`src/rtl/disp_pkg.sv`:
```
package disp_pkg;

  typedef struct packed {
    logic [7:0] r;
    logic [7:0] g;
    logic [7:0] b;
  } rgb24_t;

  function automatic logic [7:0] widen6(input logic [5:0] c);
    return {c, c[5:4]};
  endfunction

  function automatic logic [7:0] widen5(input logic [4:0] c);
    return {c, c[4:2]};
  endfunction

  function automatic logic [7:0] widen1(input logic c);
    return {8{c}};
  endfunction

  // half-open span test: start <= pos < start + len
  function automatic logic in_span(input int pos, input int start, input int len);
    return (pos >= start) && (pos < start + len);
  endfunction

endpackage

```
`src/rtl/scan_axis.sv`:
```
module scan_axis #(
  parameter int ACT  = 640,
  parameter int FP   = 19,
  parameter int SYNC = 96,
  parameter int BP   = 45,
  localparam int TOTAL = ACT + FP + SYNC + BP,
  localparam int W     = $clog2(TOTAL)
) (
  input  logic         clk,
  input  logic         rst_n,
  input  logic         step,
  output logic [W-1:0] pos,
  output logic         active,
  output logic         sync_n,
  output logic         wrap
);

  localparam logic [W-1:0] LAST    = W'(TOTAL - 1);
  localparam logic [W-1:0] ACT_END = W'(ACT);
  localparam logic [W-1:0] SY_BEG  = W'(ACT + FP);
  localparam logic [W-1:0] SY_END  = W'(ACT + FP + SYNC);

  assign wrap   = step && (pos == LAST);
  assign active = pos < ACT_END;
  assign sync_n = !((pos >= SY_BEG) && (pos < SY_END));

  always_ff @(posedge clk) begin
    if (!rst_n)       pos <= '0;
    else if (wrap)    pos <= '0;
    else if (step)    pos <= pos + 1'b1;
  end

endmodule

```
`src/rtl/layer_merge.sv`:
```
module layer_merge
  import disp_pkg::*;
#(
  parameter int XW      = 10,
  parameter int YW      = 10,
  parameter int VID_W   = 120,
  parameter int VID_H   = 96,
  parameter int MENU_X0 = 400,
  parameter int MENU_Y0 = 0,
  parameter int MENU_W  = 207,
  parameter int MENU_H  = 32
) (
  input  logic [XW-1:0] x,
  input  logic [YW-1:0] y,
  input  logic [XW-1:0] vid_x_off,
  input  logic [YW-1:0] vid_y_off,
  input  logic [17:0]   vid_rgb,
  input  logic [14:0]   pic_rgb,
  input  logic          pic_present,
  input  logic          pic_on_top,
  input  logic [2:0]    menu_rgb,
  input  logic          menu_present,
  input  logic          menu_en,
  output logic          vid_hit,
  output logic          menu_hit,
  output rgb24_t        pix
);

  rgb24_t vid_c, pic_c, menu_c, under;

  assign vid_hit  = in_span(int'(x), int'(vid_x_off), VID_W) &&
                    in_span(int'(y), int'(vid_y_off), VID_H);
  assign menu_hit = menu_en && menu_present &&
                    in_span(int'(x), MENU_X0, MENU_W) &&
                    in_span(int'(y), MENU_Y0, MENU_H);

  assign vid_c  = '{r: widen6(vid_rgb[17:12]), g: widen6(vid_rgb[11:6]), b: widen6(vid_rgb[5:0])};
  assign pic_c  = '{r: widen5(pic_rgb[14:10]), g: widen5(pic_rgb[9:5]), b: widen5(pic_rgb[4:0])};
  assign menu_c = '{r: widen1(menu_rgb[2]), g: widen1(menu_rgb[1]), b: widen1(menu_rgb[0])};

  always_comb begin
    under = '0;
    if (pic_on_top) begin
      if (pic_present)  under = pic_c;
      else if (vid_hit) under = vid_c;
    end else begin
      if (vid_hit)          under = vid_c;
      else if (pic_present) under = pic_c;
    end
    pix = menu_hit ? menu_c : under;
  end

endmodule

```
`src/rtl/disp_compositor.sv`:
```
module disp_compositor
  import disp_pkg::*;
#(
  parameter int H_ACT   = 640,
  parameter int H_FP    = 19,
  parameter int H_SYNC  = 96,
  parameter int H_BP    = 45,
  parameter int V_ACT   = 480,
  parameter int V_FP    = 13,
  parameter int V_SYNC  = 2,
  parameter int V_BP    = 30,
  parameter int VID_W   = 120,
  parameter int VID_H   = 96,
  parameter int MENU_X0 = 400,
  parameter int MENU_Y0 = 0,
  parameter int MENU_W  = 207,
  parameter int MENU_H  = 32,
  localparam int XW = $clog2(H_ACT + H_FP + H_SYNC + H_BP),
  localparam int YW = $clog2(V_ACT + V_FP + V_SYNC + V_BP)
) (
  input  logic          clk,
  input  logic          rst_n,
  input  logic [17:0]   vid_rgb,
  input  logic [XW-1:0] vid_x_off,
  input  logic [YW-1:0] vid_y_off,
  input  logic [14:0]   pic_rgb,
  input  logic          pic_present,
  input  logic          pic_on_top,
  input  logic [2:0]    menu_rgb,
  input  logic          menu_present,
  input  logic          menu_en,
  output logic [XW-1:0] pix_x,
  output logic [YW-1:0] pix_y,
  output logic          hsync_n,
  output logic          vsync_n,
  output logic          blank_n,
  output logic [23:0]   rgb_out
);

  // named internal events, observed by the bound checker
  logic   h_active, v_active, line_end, frame_end;
  logic   vid_hit, menu_hit;
  rgb24_t merged;

  scan_axis #(.ACT(H_ACT), .FP(H_FP), .SYNC(H_SYNC), .BP(H_BP)) u_h (
    .clk(clk), .rst_n(rst_n), .step(1'b1),
    .pos(pix_x), .active(h_active), .sync_n(hsync_n), .wrap(line_end)
  );

  scan_axis #(.ACT(V_ACT), .FP(V_FP), .SYNC(V_SYNC), .BP(V_BP)) u_v (
    .clk(clk), .rst_n(rst_n), .step(line_end),
    .pos(pix_y), .active(v_active), .sync_n(vsync_n), .wrap(frame_end)
  );

  layer_merge #(
    .XW(XW), .YW(YW), .VID_W(VID_W), .VID_H(VID_H),
    .MENU_X0(MENU_X0), .MENU_Y0(MENU_Y0), .MENU_W(MENU_W), .MENU_H(MENU_H)
  ) u_merge (
    .x(pix_x), .y(pix_y), .vid_x_off(vid_x_off), .vid_y_off(vid_y_off),
    .vid_rgb(vid_rgb), .pic_rgb(pic_rgb), .pic_present(pic_present),
    .pic_on_top(pic_on_top), .menu_rgb(menu_rgb), .menu_present(menu_present),
    .menu_en(menu_en), .vid_hit(vid_hit), .menu_hit(menu_hit), .pix(merged)
  );

  assign blank_n = h_active && v_active;
  assign rgb_out = blank_n ? merged : 24'h0;

endmodule

```
`config.mk`:
```
export PLATFORM = sky130hd
export DESIGN_NAME = disp_compositor
export DESIGN_NICKNAME = d
export VERILOG_FILES = /design/src/rtl/disp_pkg.sv /design/src/rtl/scan_axis.sv /design/src/rtl/layer_merge.sv /design/src/rtl/disp_compositor.sv
export SDC_FILE = /design/constraint.sdc
export NUM_CORES = 1
export LEC_CHECK = 0
export BUFFER_PORTS_ARGS = -buffer_cell sky130_fd_sc_hd__buf_2
export CORE_AREA = 3 3 74 76
export CTS_CLUSTER_DIAMETER = 80
export DETAILED_ROUTE_END_ITERATION = 6
export DIE_AREA = 0 0 77 79
export PLACE_DENSITY = 0.91
export SLEW_MARGIN = 20
export SYNTH_ARGS = -nofsm -noshare
export SYNTH_HDL_FRONTEND = slang
export SYNTH_SLANG_ARGS = --single-unit
```
`constraint.sdc`:
```
create_clock -name clk -period 4.7 [get_ports clk]
set_clock_uncertainty 0.15 [all_clocks]
set_input_delay 0.94 -clock clk [delete_from_list [all_inputs] [get_ports clk]]
set_output_delay 0.94 -clock clk [all_outputs]
set_load 0.01 [all_outputs]
```
==> results.py, run 1 <==
metrics = {
    "floorplanning": {
        "dieArea_mm2": 0.00608,
        "initial_core_util_pct": 48.8,
        "die_x_um": 77,
        "num_io_pins": 109,
        "rows": 25,
        "die_h_um": 79,
        "core-area_mm2": 0.00479,
    },
    "setup_path": {
        "worst-path-max-fanout": 8,
        "slowest_stage": "and4b_2",
        "crit_arrival_ns": 3.59,
        "r2r_slack_ns": 2.11,
        "r2r_end": "u_v.pos[8]",
        "rr_worst_depth": 5,
        "slowest_delay_ns": 0.38,
        "critPathCaptureType": "output pin",
        "r2r_start": "u_h.pos[1]",
        "startpoint_type": "primary input",
        "path_cells": "buf_2 > nor4_4 > buf_4 > nor2_1 > ha_1 > and3_1 > a221o_1 > o221ai_2 > and4b_2 > nor3_4 > a221o_1 > buf_2",
        "crit_type": "primary input to output pin",
        "worst_ep_required_time_ns": 3.61,
    },
    "cts": {
        "path_clk_slew_ns": 0.07,
        "htreeDepth": 1,
        "cts_buffers": 3,
        "cts_hold_buf": 0,
        "clock_latency_ns": 0.26,
        "cts_buffer_depth": 2,
        "tritoncts": "done",
        "clkSinkCount": 20,
        "root_buffer": "clkbuf_8",
    },
    "routing": {
        "ant_nets": 0,
        "first_pass_iters": 4,
        "finalWirelength_um": 7180,
        "routed_via_density": 5.76,
        "avgRoutedWirePerCell_um": 15.3,
        "drc": 0,
        "drt-initial-drc-count": 79,
        "vias": 2696,
    },
    "timing": {
        "setup_ws_ns": 0.0196,
        "slew-limit-headroom_pct": 36.0,
        "period_needed_ns": 4.68,
        "fmax_mhz": 214,
        "rsz0062_at_grt": "yes",
        "setup-violations-final": 0,
        "whs_ns": 0.332,
        "hold_viol_final": 0,
        "slew_viol_final": 0,
        "max_slew.worst_pin.slew_ns": 0.950,
        "timing.final.crit_share_pct": 99.6,
        "finalSetupTns_ns": 0,
    },
    "synth": {
        "yosysWarnings": 0,
        "yosysUniqueCellTypes": 46,
        "syn_inst": 281,
        "syn_nets": 382,
        "ys_seq_area_share_pct": 17.1,
        "yosys_most_used_dff": "dfxtp_1",
        "synth_edf_count": 0,
        "synth_area_per_cell_um2": 8.31,
        "ys_ff_latch": 20,
        "syn_area_mm2": 0.00234,
        "async_flop_share_pct": 0,
    },
    "finish": {
        "fin_util_pct": 67.0,
        "drive_above_1_share_pct": 36.9,
        "nFillCells": 382,
        "mostFrequentLayoutCell": "buf_2",
        "nets": 503,
        "antenna_cells": 0,
        "area_growth_pct": 37.3,
        "final_cell_mix": "buf_2, ha_1, a221o_1, inv_1, dfxtp_1",
    },
    "power_and_ir_drop": {
        "power_uw": 444,
        "p_per_area_mw_per_mm2": 139,
        "leakagePower_nw": 1.62,
        "ir_drop_v": 0.000178,
    },
    "global_routing": {
        "grt_pass1_vias": 2547,
        "grt_pass1_wl_um": 11700,
        "antenna_found_initial": 0,
        "grt_max_degree": 12,
        "gr-total-overflow": 0,
        "grt_use_total_pct": 22.9,
    },
    "place": {
        "place_congestion": 0.915,
        "dp_hpwl_um": 5660,
        "pre_cts_ws_ns": -0.0998,
        "io_buffers": 108,
    },
    "hold_path": {
        "worstHoldPathType": "flip-flop to flip-flop",
        "hold_depth": 1,
        "holdPathEnd": "u_h.pos[0]",
        "min_from": "u_h.pos[0]",
    },
    "job": {
        "maxCapViolCount": 0,
    },
    "run_status": {
        "status": "completed",
    },
}
==> synth_stat cells (all sizes together), types with 2 or more instances <==
library cell / count / share of area (%)
ha: 39 / 21
inv: 26 / 4.2
a221o: 25 / 11
nor2: 22 / 4.5
dfxtp: 20 / 17
a21oi: 16 / 3.4
nand2: 14 / 2.2
xnor2: 12 / 4.5
nand3: 11 / 2.4
nor3: 10 / 3.4
o21ai: 10 / 2.1
xor2: 9 / 3.4
nand4: 8 / 2.4
and2: 7 / 1.9
nand2b: 4 / 1.1
or3: 4 / 1.1
and3: 3 / 0.80
buf: 3 / 0.48
nor2b: 3 / 0.80
o211ai: 3 / 0.96
a211o: 2 / 0.75
a211oi: 2 / 0.64
a31oi: 2 / 0.54
and4: 2 / 0.75
mux2i: 2 / 0.86
nand3b: 2 / 0.64
nor4: 2 / 0.54
o2111ai: 2 / 0.75
or4: 2 / 0.96
==> state kept, by name, summed over array words and instances (netlist names) <==
signal,cells
u_v.pos,10
u_h.pos,10
==> stage by stage <==
stage	instances	instance area [um2]
6_report	468	3210
5_1_grt	468	3210
4_1_cts	466	3120
3_5_place_dp	460	3010
3_3_place_gp	460	3010
2_1_floorplan	281	2340
==> where the power goes <==
| part | switching, mW | internal [mW] | leakage [nW] |
|---|---|---|---|
| clock network | 0.0584 | 0.0747 | 0.0288 |
| registers | 0.00343 | 0.172 | 0.162 |
| logic | 0.0681 | 0.0681 | 1.43 |
==> metal layers <==
layer	up-vias	track usage [%]	wire length (um)
met2	119	45.4	3680
li1	1314	-	-
met1	1250	26.0	2920
met5	-	0	0
met3	13	2.95	464
met4	0	4.80	115
==> worst max path at each step <==
stage / startpoint / to / slack (ns) / cells past startpoint
global placement: vid_x_off[3] / rgb_out[11] / -0.01 / 14
detailed placement: vid_x_off[3] / rgb_out[11] / -0.1 / 14
finish: vid_x_off[6] / rgb_out[20] / 0.02 / 12
global route: vid_y_off[5] / rgb_out[20] / -0.16 / 12
CTS: vid_x_off[4] / rgb_out[16] / -0.007 / 14
floorplan: vid_x_off[3] / rgb_out[16] / 0.27 / 12
==> area by class of cell <==
class,instances,area [um2],share of cell area (%)
Sequential cell,20,400,12.5
Timing Repair Buffer,120,647,20.2
Inverter,26,103,3.20
Multi-Input combinational cell,231,1920,59.8
Clock buffer,4,55.1,1.72
Tap cell,67,83.8,2.61
==> repair_timing <==
action | CTS | global route
endpoints found under the setup margin | 24 | 24
pin swaps | 14 | 30
buffers inserted | 2 | 2
resized for setup | 10 | 15
==> worst max-delay path, delay by kind of cell <==
kind	cells	cell delay, ns
adders and majority gates	1	0.29
AOI/OAI and AO/OA	3	0.91
and+or+nand+nor	5	1.02
buffers and inverters	3	0.43
==> kinds of logic (layout without fill, tap and decap cells) <==
group           count (synthesis)  count (layout)  share of synthesized area [%]
compound gates                 72              72                           23.8
buf+inv                        30             150                           4.82
flops                          20              20                           17.1
simple gates                   97              97                           24.6
mux                             2               2                          0.857
fa+ha+maj                      39              39                           20.9
xor+xnor                       21              21                           7.87
Note: power is estimated with default switching activity, not from simulation.
==> run 2: changes to the inputs <==
Settings changed: CORE_AREA 3 3 74 76 to 3 3 78 80, DIE_AREA 0 0 77 79 to 0 0 81 83, SLEW_MARGIN 20 to unset, SYNTH_HIERARCHICAL set to 1.
==> run 2 against run 1 <==
  * The run now ends with negative setup slack left
  * Via count grew 20%
  * Critical path depth grew 3
  * Cell count up 9.6%
  * Register-to-register slack got worse by 0.62 ns
  * Clock-buffer cell count did not move
  * Critical endpoint is now rgb_out[1]
  * Largest power group unchanged
  * Highest routed layer unchanged
==> results.py, run 2 <==
metrics = {
    "run_status": {
        "status": "finished with violations",
        "violations": "negative setup slack",
    },
    "routing": {
        "drc": 0,
        "top_layer_used": "met4",
        "ant_nets": 0,
        "avgRoutedWirePerCell_um": 17.0,
        "wl_met2_um": 4370,
        "wl_met1_um": 3330,
        "routed-wl-met3_um": 659,
        "vias": 3230,
        "drt-initial-drc-count": 154,
        "routed_via_density": 6.30,
        "first_pass_iters": 4,
        "finalWirelength_um": 8740,
    },
    "floorplanning": {
        "core-area_mm2": 0.00547,
        "initial_core_util_pct": 49.5,
        "die_x_um": 81,
        "dieArea_mm2": 0.00672,
        "rows": 27,
        "num_io_pins": 109,
        "die_h_um": 83,
    },
    "timing": {
        "fmax_mhz": 206,
        "period_needed_ns": 4.86,
        "max_slew.worst_pin.slew_ns": 1.27,
        "slew-limit-headroom_pct": 14.7,
        "slew_viol_final": 0,
        "setup-violations-final": 24,
        "setup_ws_ns": -0.160,
        "whs_ns": 0.469,
        "hold_viol_final": 0,
        "rsz0062_at_grt": "yes",
        "finalSetupTns_ns": -2.67,
        "timing.final.crit_share_pct": 103,
    },
    "synth": {
        "syn_nets": 426,
        "syn_area_mm2": 0.00271,
        "yosysWarnings": 6,
        "syn_inst": 326,
        "synth_area_per_cell_um2": 8.31,
    },
    "hold_path": {
        "worstHoldPathType": "flip-flop to flip-flop",
    },
    "global_routing": {
        "antenna_found_initial": 0,
        "grt_use_total_pct": 23.7,
        "grt_pass1_wl_um": 13300,
        "grt_max_degree": 26,
        "gr-total-overflow": 0,
        "grt_pass1_vias": 3001,
    },
    "finish": {
        "mostFrequentLayoutCell": "buf_2",
        "final_cell_mix": "buf_2, ha_1, inv_1",
        "antenna_cells": 0,
        "area_growth_pct": 35.0,
        "fin_util_pct": 66.8,
        "nets": 542,
        "design_area_mm2": 0.00366,
        "reg.largest.list": "u_h/pos: 10 flops, u_v/pos: 10 flops",
        "drive_above_1_share_pct": 38.8,
        "fin_cells": 513,
    },
    "cts": {
        "htreeDepth": 1,
        "path_clk_slew_ns": 0.08,
        "cts_buffer_depth": 2,
        "tritoncts": "done",
        "root_buffer": "clkbuf_8",
        "clkSinkCount": 20,
        "clock_latency_ns": 0.25,
        "cts_buffers": 3,
    },
    "setup_path": {
        "slowest_stage": "a221o_2",
        "worst_ep_required_time_ns": 3.61,
        "slowest_delay_ns": 0.41,
        "path_cells": "buf_2 > inv_2 > ha_4 > nand3_4 > nand3_4 > xnor2_4 > ha_4 > a2111oi_4 > o21ai_1 > o211ai_1 > o311a_4 > a21oi_4 > a221o_2 > and3_4 > buf_6",
        "startpoint_type": "primary input",
        "crit_type": "primary input to output pin",
        "critPathCaptureType": "output pin",
        "crit_arrival_ns": 3.77,
        "worst-path-max-fanout": 6,
    },
    "place": {
        "place_inst": 503,
        "pre_cts_ws_ns": -0.335,
        "place_congestion": 0.925,
        "io_buffers": 108,
        "dp_hpwl_um": 6340,
        "dpl_cell_area_mm2": 0.00333,
    },
    "power_and_ir_drop": {
        "p_per_area_mw_per_mm2": 129,
        "ir_drop_v": 0.000204,
        "leakagePower_nw": 1.79,
        "power_uw": 472,
    },
    "job": {
        "maxCapViolCount": 0,
    },
}
run 2: area by class of cell:
| cell class | count | area [um2] |
|---|---|---|
| multi-input cells | 269 | 2290 |
| well taps | 72 | 90.1 |
| repair buffers | 123 | 724 |
| flip-flops and latches | 20 | 400 |
| inverters | 25 | 93.8 |
| clock buffers | 4 | 55.1 |
| fillers | 432 | 1820 |
run 2: worst paths after layout:
path           startpoint  slack [ns]         end  cells after the start
max reg2reg    u_h/pos[9]        1.49  u_v/pos[8]                      6
min reg2reg    u_v/pos[9]        0.47  u_v/pos[9]                      2
max          vid_x_off[3]       -0.16  rgb_out[1]                     15
min            u_v/pos[9]        0.47  u_v/pos[9]                      2
run 2: worst max-delay path, delay by kind of cell:
family / cells / cell delay (ns)
xor gates and xnor gates: 1 / 0.21
buffers and inverters: 3 / 0.29
AOI/OAI and AO/OA: 6 / 1.58
and+or+nand+nor: 3 / 0.35
adders and majority gates: 2 / 0.40
run 2: per-layer routing:
| metal | global-route usage, % | up-vias |
|---|---|---|
| li1 | - | 1508 |
| met1 | 26.3 | 1502 |
| met2 | 43.5 | 185 |
| met3 | 2.60 | 35 |
| met4 | 10.9 | 0 |
| met5 | 0 | - |
run 2: timing repair:
action                                  CTS  global route
hold buffers                              0             0
cloned                                    2             1
endpoints found under the setup margin   24            24
resized for setup                        23            16
buffers inserted                          3             0
pin swaps                                11            36
run 2: where the power goes:
group          internal, mW  total [mW]  switching (mW)  leakage [nW]
clock                0.0744       0.131          0.0567        0.0288
combinational        0.0870       0.166          0.0793          1.60
sequential            0.171       0.175         0.00348         0.161
total                 0.333       0.472           0.139          1.79
==> run 3: changes to the inputs <==
Settings changed: CORE_AREA 3 3 78 80 to 3 3 72 87, DIE_AREA 0 0 81 83 to 0 0 75 90, PLACE_DENSITY 0.91 to 0.9.
==> run 3 against run 2 <==
  * The run still ends with negative setup slack left
  * Cell count fell by 1.8%
  * Power decreased by 0.62%
  * Combinational power about the same
  * Critical path depth down 2
  * Non-clock buffer count up 1
  * Clock-buffer cell count did not move
  * First-iteration DRC count shrank 20%
  * Via count decreased by 1.9%
  * Clock power about the same
  * Critical path type unchanged
  * Critical endpoint is now rgb_out[0]
  * Largest cell class unchanged
==> results.py, run 3 (synthesized netlist as in run 2, its figures left out) <==
metrics = {
    "run_status": {
        "status": "finished with violations",
        "violations": "negative setup slack",
    },
    "cts": {
        "clock_latency_ns": 0.26,
        "path_clk_slew_ns": 0.07,
        "cts_buffers": 3,
        "cts_buffer_depth": 2,
        "tritoncts": "done",
        "cts_hold_buf": 0,
        "clkSinkCount": 20,
        "root_buffer": "clkbuf_8",
        "htreeDepth": 1,
    },
    "setup_path": {
        "startpoint_type": "primary input",
        "worst-path-max-fanout": 6,
        "crit_end": "rgb_out[0]",
        "r2r_start": "u_h/pos[8]",
        "r2r_end": "u_v/pos[8]",
        "r2r_slack_ns": 1.48,
        "critPathCaptureType": "output pin",
        "critical_path.startpoint": "vid_x_off[6]",
        "rr_worst_depth": 6,
        "crit_arrival_ns": 3.83,
        "crit_type": "primary input to output pin",
        "worst_ep_required_time_ns": 3.61,
    },
    "global_routing": {
        "grt_max_degree": 26,
        "grt_pass1_vias": 2854,
        "antenna_found_initial": 0,
        "grt_pass1_wl_um": 12700,
        "gr-total-overflow": 0,
        "grt_use_total_pct": 22.7,
    },
    "routing": {
        "first_pass_iters": 5,
        "vias": 3169,
        "finalWirelength_um": 8550,
        "drc": 0,
        "routed_via_density": 6.29,
        "ant_nets": 0,
        "avgRoutedWirePerCell_um": 17.0,
        "drt-initial-drc-count": 123,
    },
    "finish": {
        "drive_above_1_share_pct": 38.7,
        "fin_util_pct": 67.1,
        "antenna_cells": 0,
        "nFillCells": 409,
        "final_cell_mix": "buf_2, ha_1, inv_1",
        "area_growth_pct": 34.0,
        "reg.largest.list": "u_h/pos: 10 flops, u_v/pos: 10 flops",
        "nets": 543,
        "mostFrequentLayoutCell": "buf_2",
        "fin_cells": 504,
    },
    "timing": {
        "max_slew.worst_pin.slew_ns": 1.21,
        "slew_viol_final": 0,
        "setup-violations-final": 24,
        "fmax_mhz": 203,
        "hold_viol_final": 0,
        "setup_ws_ns": -0.224,
        "rsz0062_at_grt": "yes",
        "slew-limit-headroom_pct": 18.9,
        "timing.final.crit_share_pct": 105,
        "period_needed_ns": 4.92,
    },
    "power_and_ir_drop": {
        "swShare_pct": 29.2,
        "p_per_area_mw_per_mm2": 129,
        "power_uw": 469,
        "ir_drop_v": 0.000143,
        "internal_power_uw": 332,
        "p_switching_uw": 137,
        "seqPwrFrac_pct": 37.3,
        "leakagePower_nw": 1.79,
        "p_comb_share_pct": 34.8,
        "power_frac_clock_pct": 27.9,
    },
    "place": {
        "pre_cts_ws_ns": -0.441,
        "io_buffers": 108,
        "place_congestion": 0.827,
        "place_inst": 495,
        "dp_hpwl_um": 6080,
    },
    "floorplanning": {
        "die_h_um": 90,
        "dieArea_mm2": 0.00675,
        "core-area_mm2": 0.00541,
        "num_io_pins": 109,
        "rows": 29,
        "initial_core_util_pct": 50.1,
        "die_x_um": 75,
    },
    "job": {
        "maxCapViolCount": 0,
    },
    "hold_path": {
        "worstHoldPathType": "flip-flop to flip-flop",
    },
}
==> run 3: changes by cell type in the layout (fill, tap and decap cells not counted), sizes merged <==
cell,delta
buf,+1
==> run 3: layout make-up <==
cell class | instances | area, um2 | share of cell area (%)
multi-input combinational | 269 | 2280 | 62.7
timing repair buffer | 124 | 727 | 20.0
sequential | 20 | 400 | 11.0
inverter | 25 | 93.8 | 2.59
tap | 62 | 77.6 | 2.14
clock buffer | 4 | 55.1 | 1.52
==> run 3: worst min path at each step <==
stage / end / cells past startpoint / start
after floorplan: u_v/pos[9] / 2 / u_v/pos[9]
after global placement: u_v/pos[8] / 2 / u_v/pos[8]
after detailed placement: u_v/pos[9] / 2 / u_v/pos[9]
after CTS: u_v/pos[8] / 2 / u_v/pos[8]
after global routing: u_v/pos[8] / 2 / u_v/pos[8]
final: u_v/pos[9] / 2 / u_v/pos[9]
==> run 3: critical path, cell delays in order <==
cell and delay, ns:
buf_6 0.10, or4_4 0.54, nand2_2 0.10, xnor2_2 0.06, ha_2 0.20, a2111oi_4 0.31
o21ai_1 0.15, o211ai_1 0.29, o311a_4 0.34, a21oi_4 0.11, a221o_2 0.41, and3_4 0.18
buf_6 0.11
==> run 3: per-layer routing <==
metal / track usage, % / vias up / routed length (um)
met5: 0 / - / 0
li1: - / 1506 / -
met3: 2.34 / 36 / 634
met4: 10.5 / 0 / 311
met1: 24.4 / 1462 / 3140
met2: 42.0 / 165 / 4460
==> run 3: through the flow <==
step / TNS (ns) / instance area (um2) / hold WS [ns]
global route: -6.42 / 3630 / 0.521
floorplan: 0 / 2710 / 0.418
CTS: -2.04 / 3550 / 0.459
global placement: -2.41 / 3330 / 0.442
detailed placement: -9.22 / 3330 / 0.445
finish: -4.10 / 3630 / 0.466
==> run 3: power groups by stage <==
| stage | Clock, mW | Sequential [mW] | Combinational [mW] |
|---|---|---|---|
| after floorplan | 0 | 0.179 | 0.0768 |
| after global placement | 0 | 0.178 | 0.135 |
| after detailed placement | 0 | 0.179 | 0.139 |
| after CTS | 0.134 | 0.175 | 0.152 |
| after global routing | 0.139 | 0.175 | 0.177 |
| final | 0.131 | 0.175 | 0.163 |
==> run 3: what timing repair did <==
item | in CTS | in global routing
endpoints found under the setup margin | 24 | 24
cloned | 3 | 0
gates resized for setup | 28 | 13
hold endpoints to repair | 0 | 0
pin swaps | 39 | 19
buffers inserted | 1 | 1
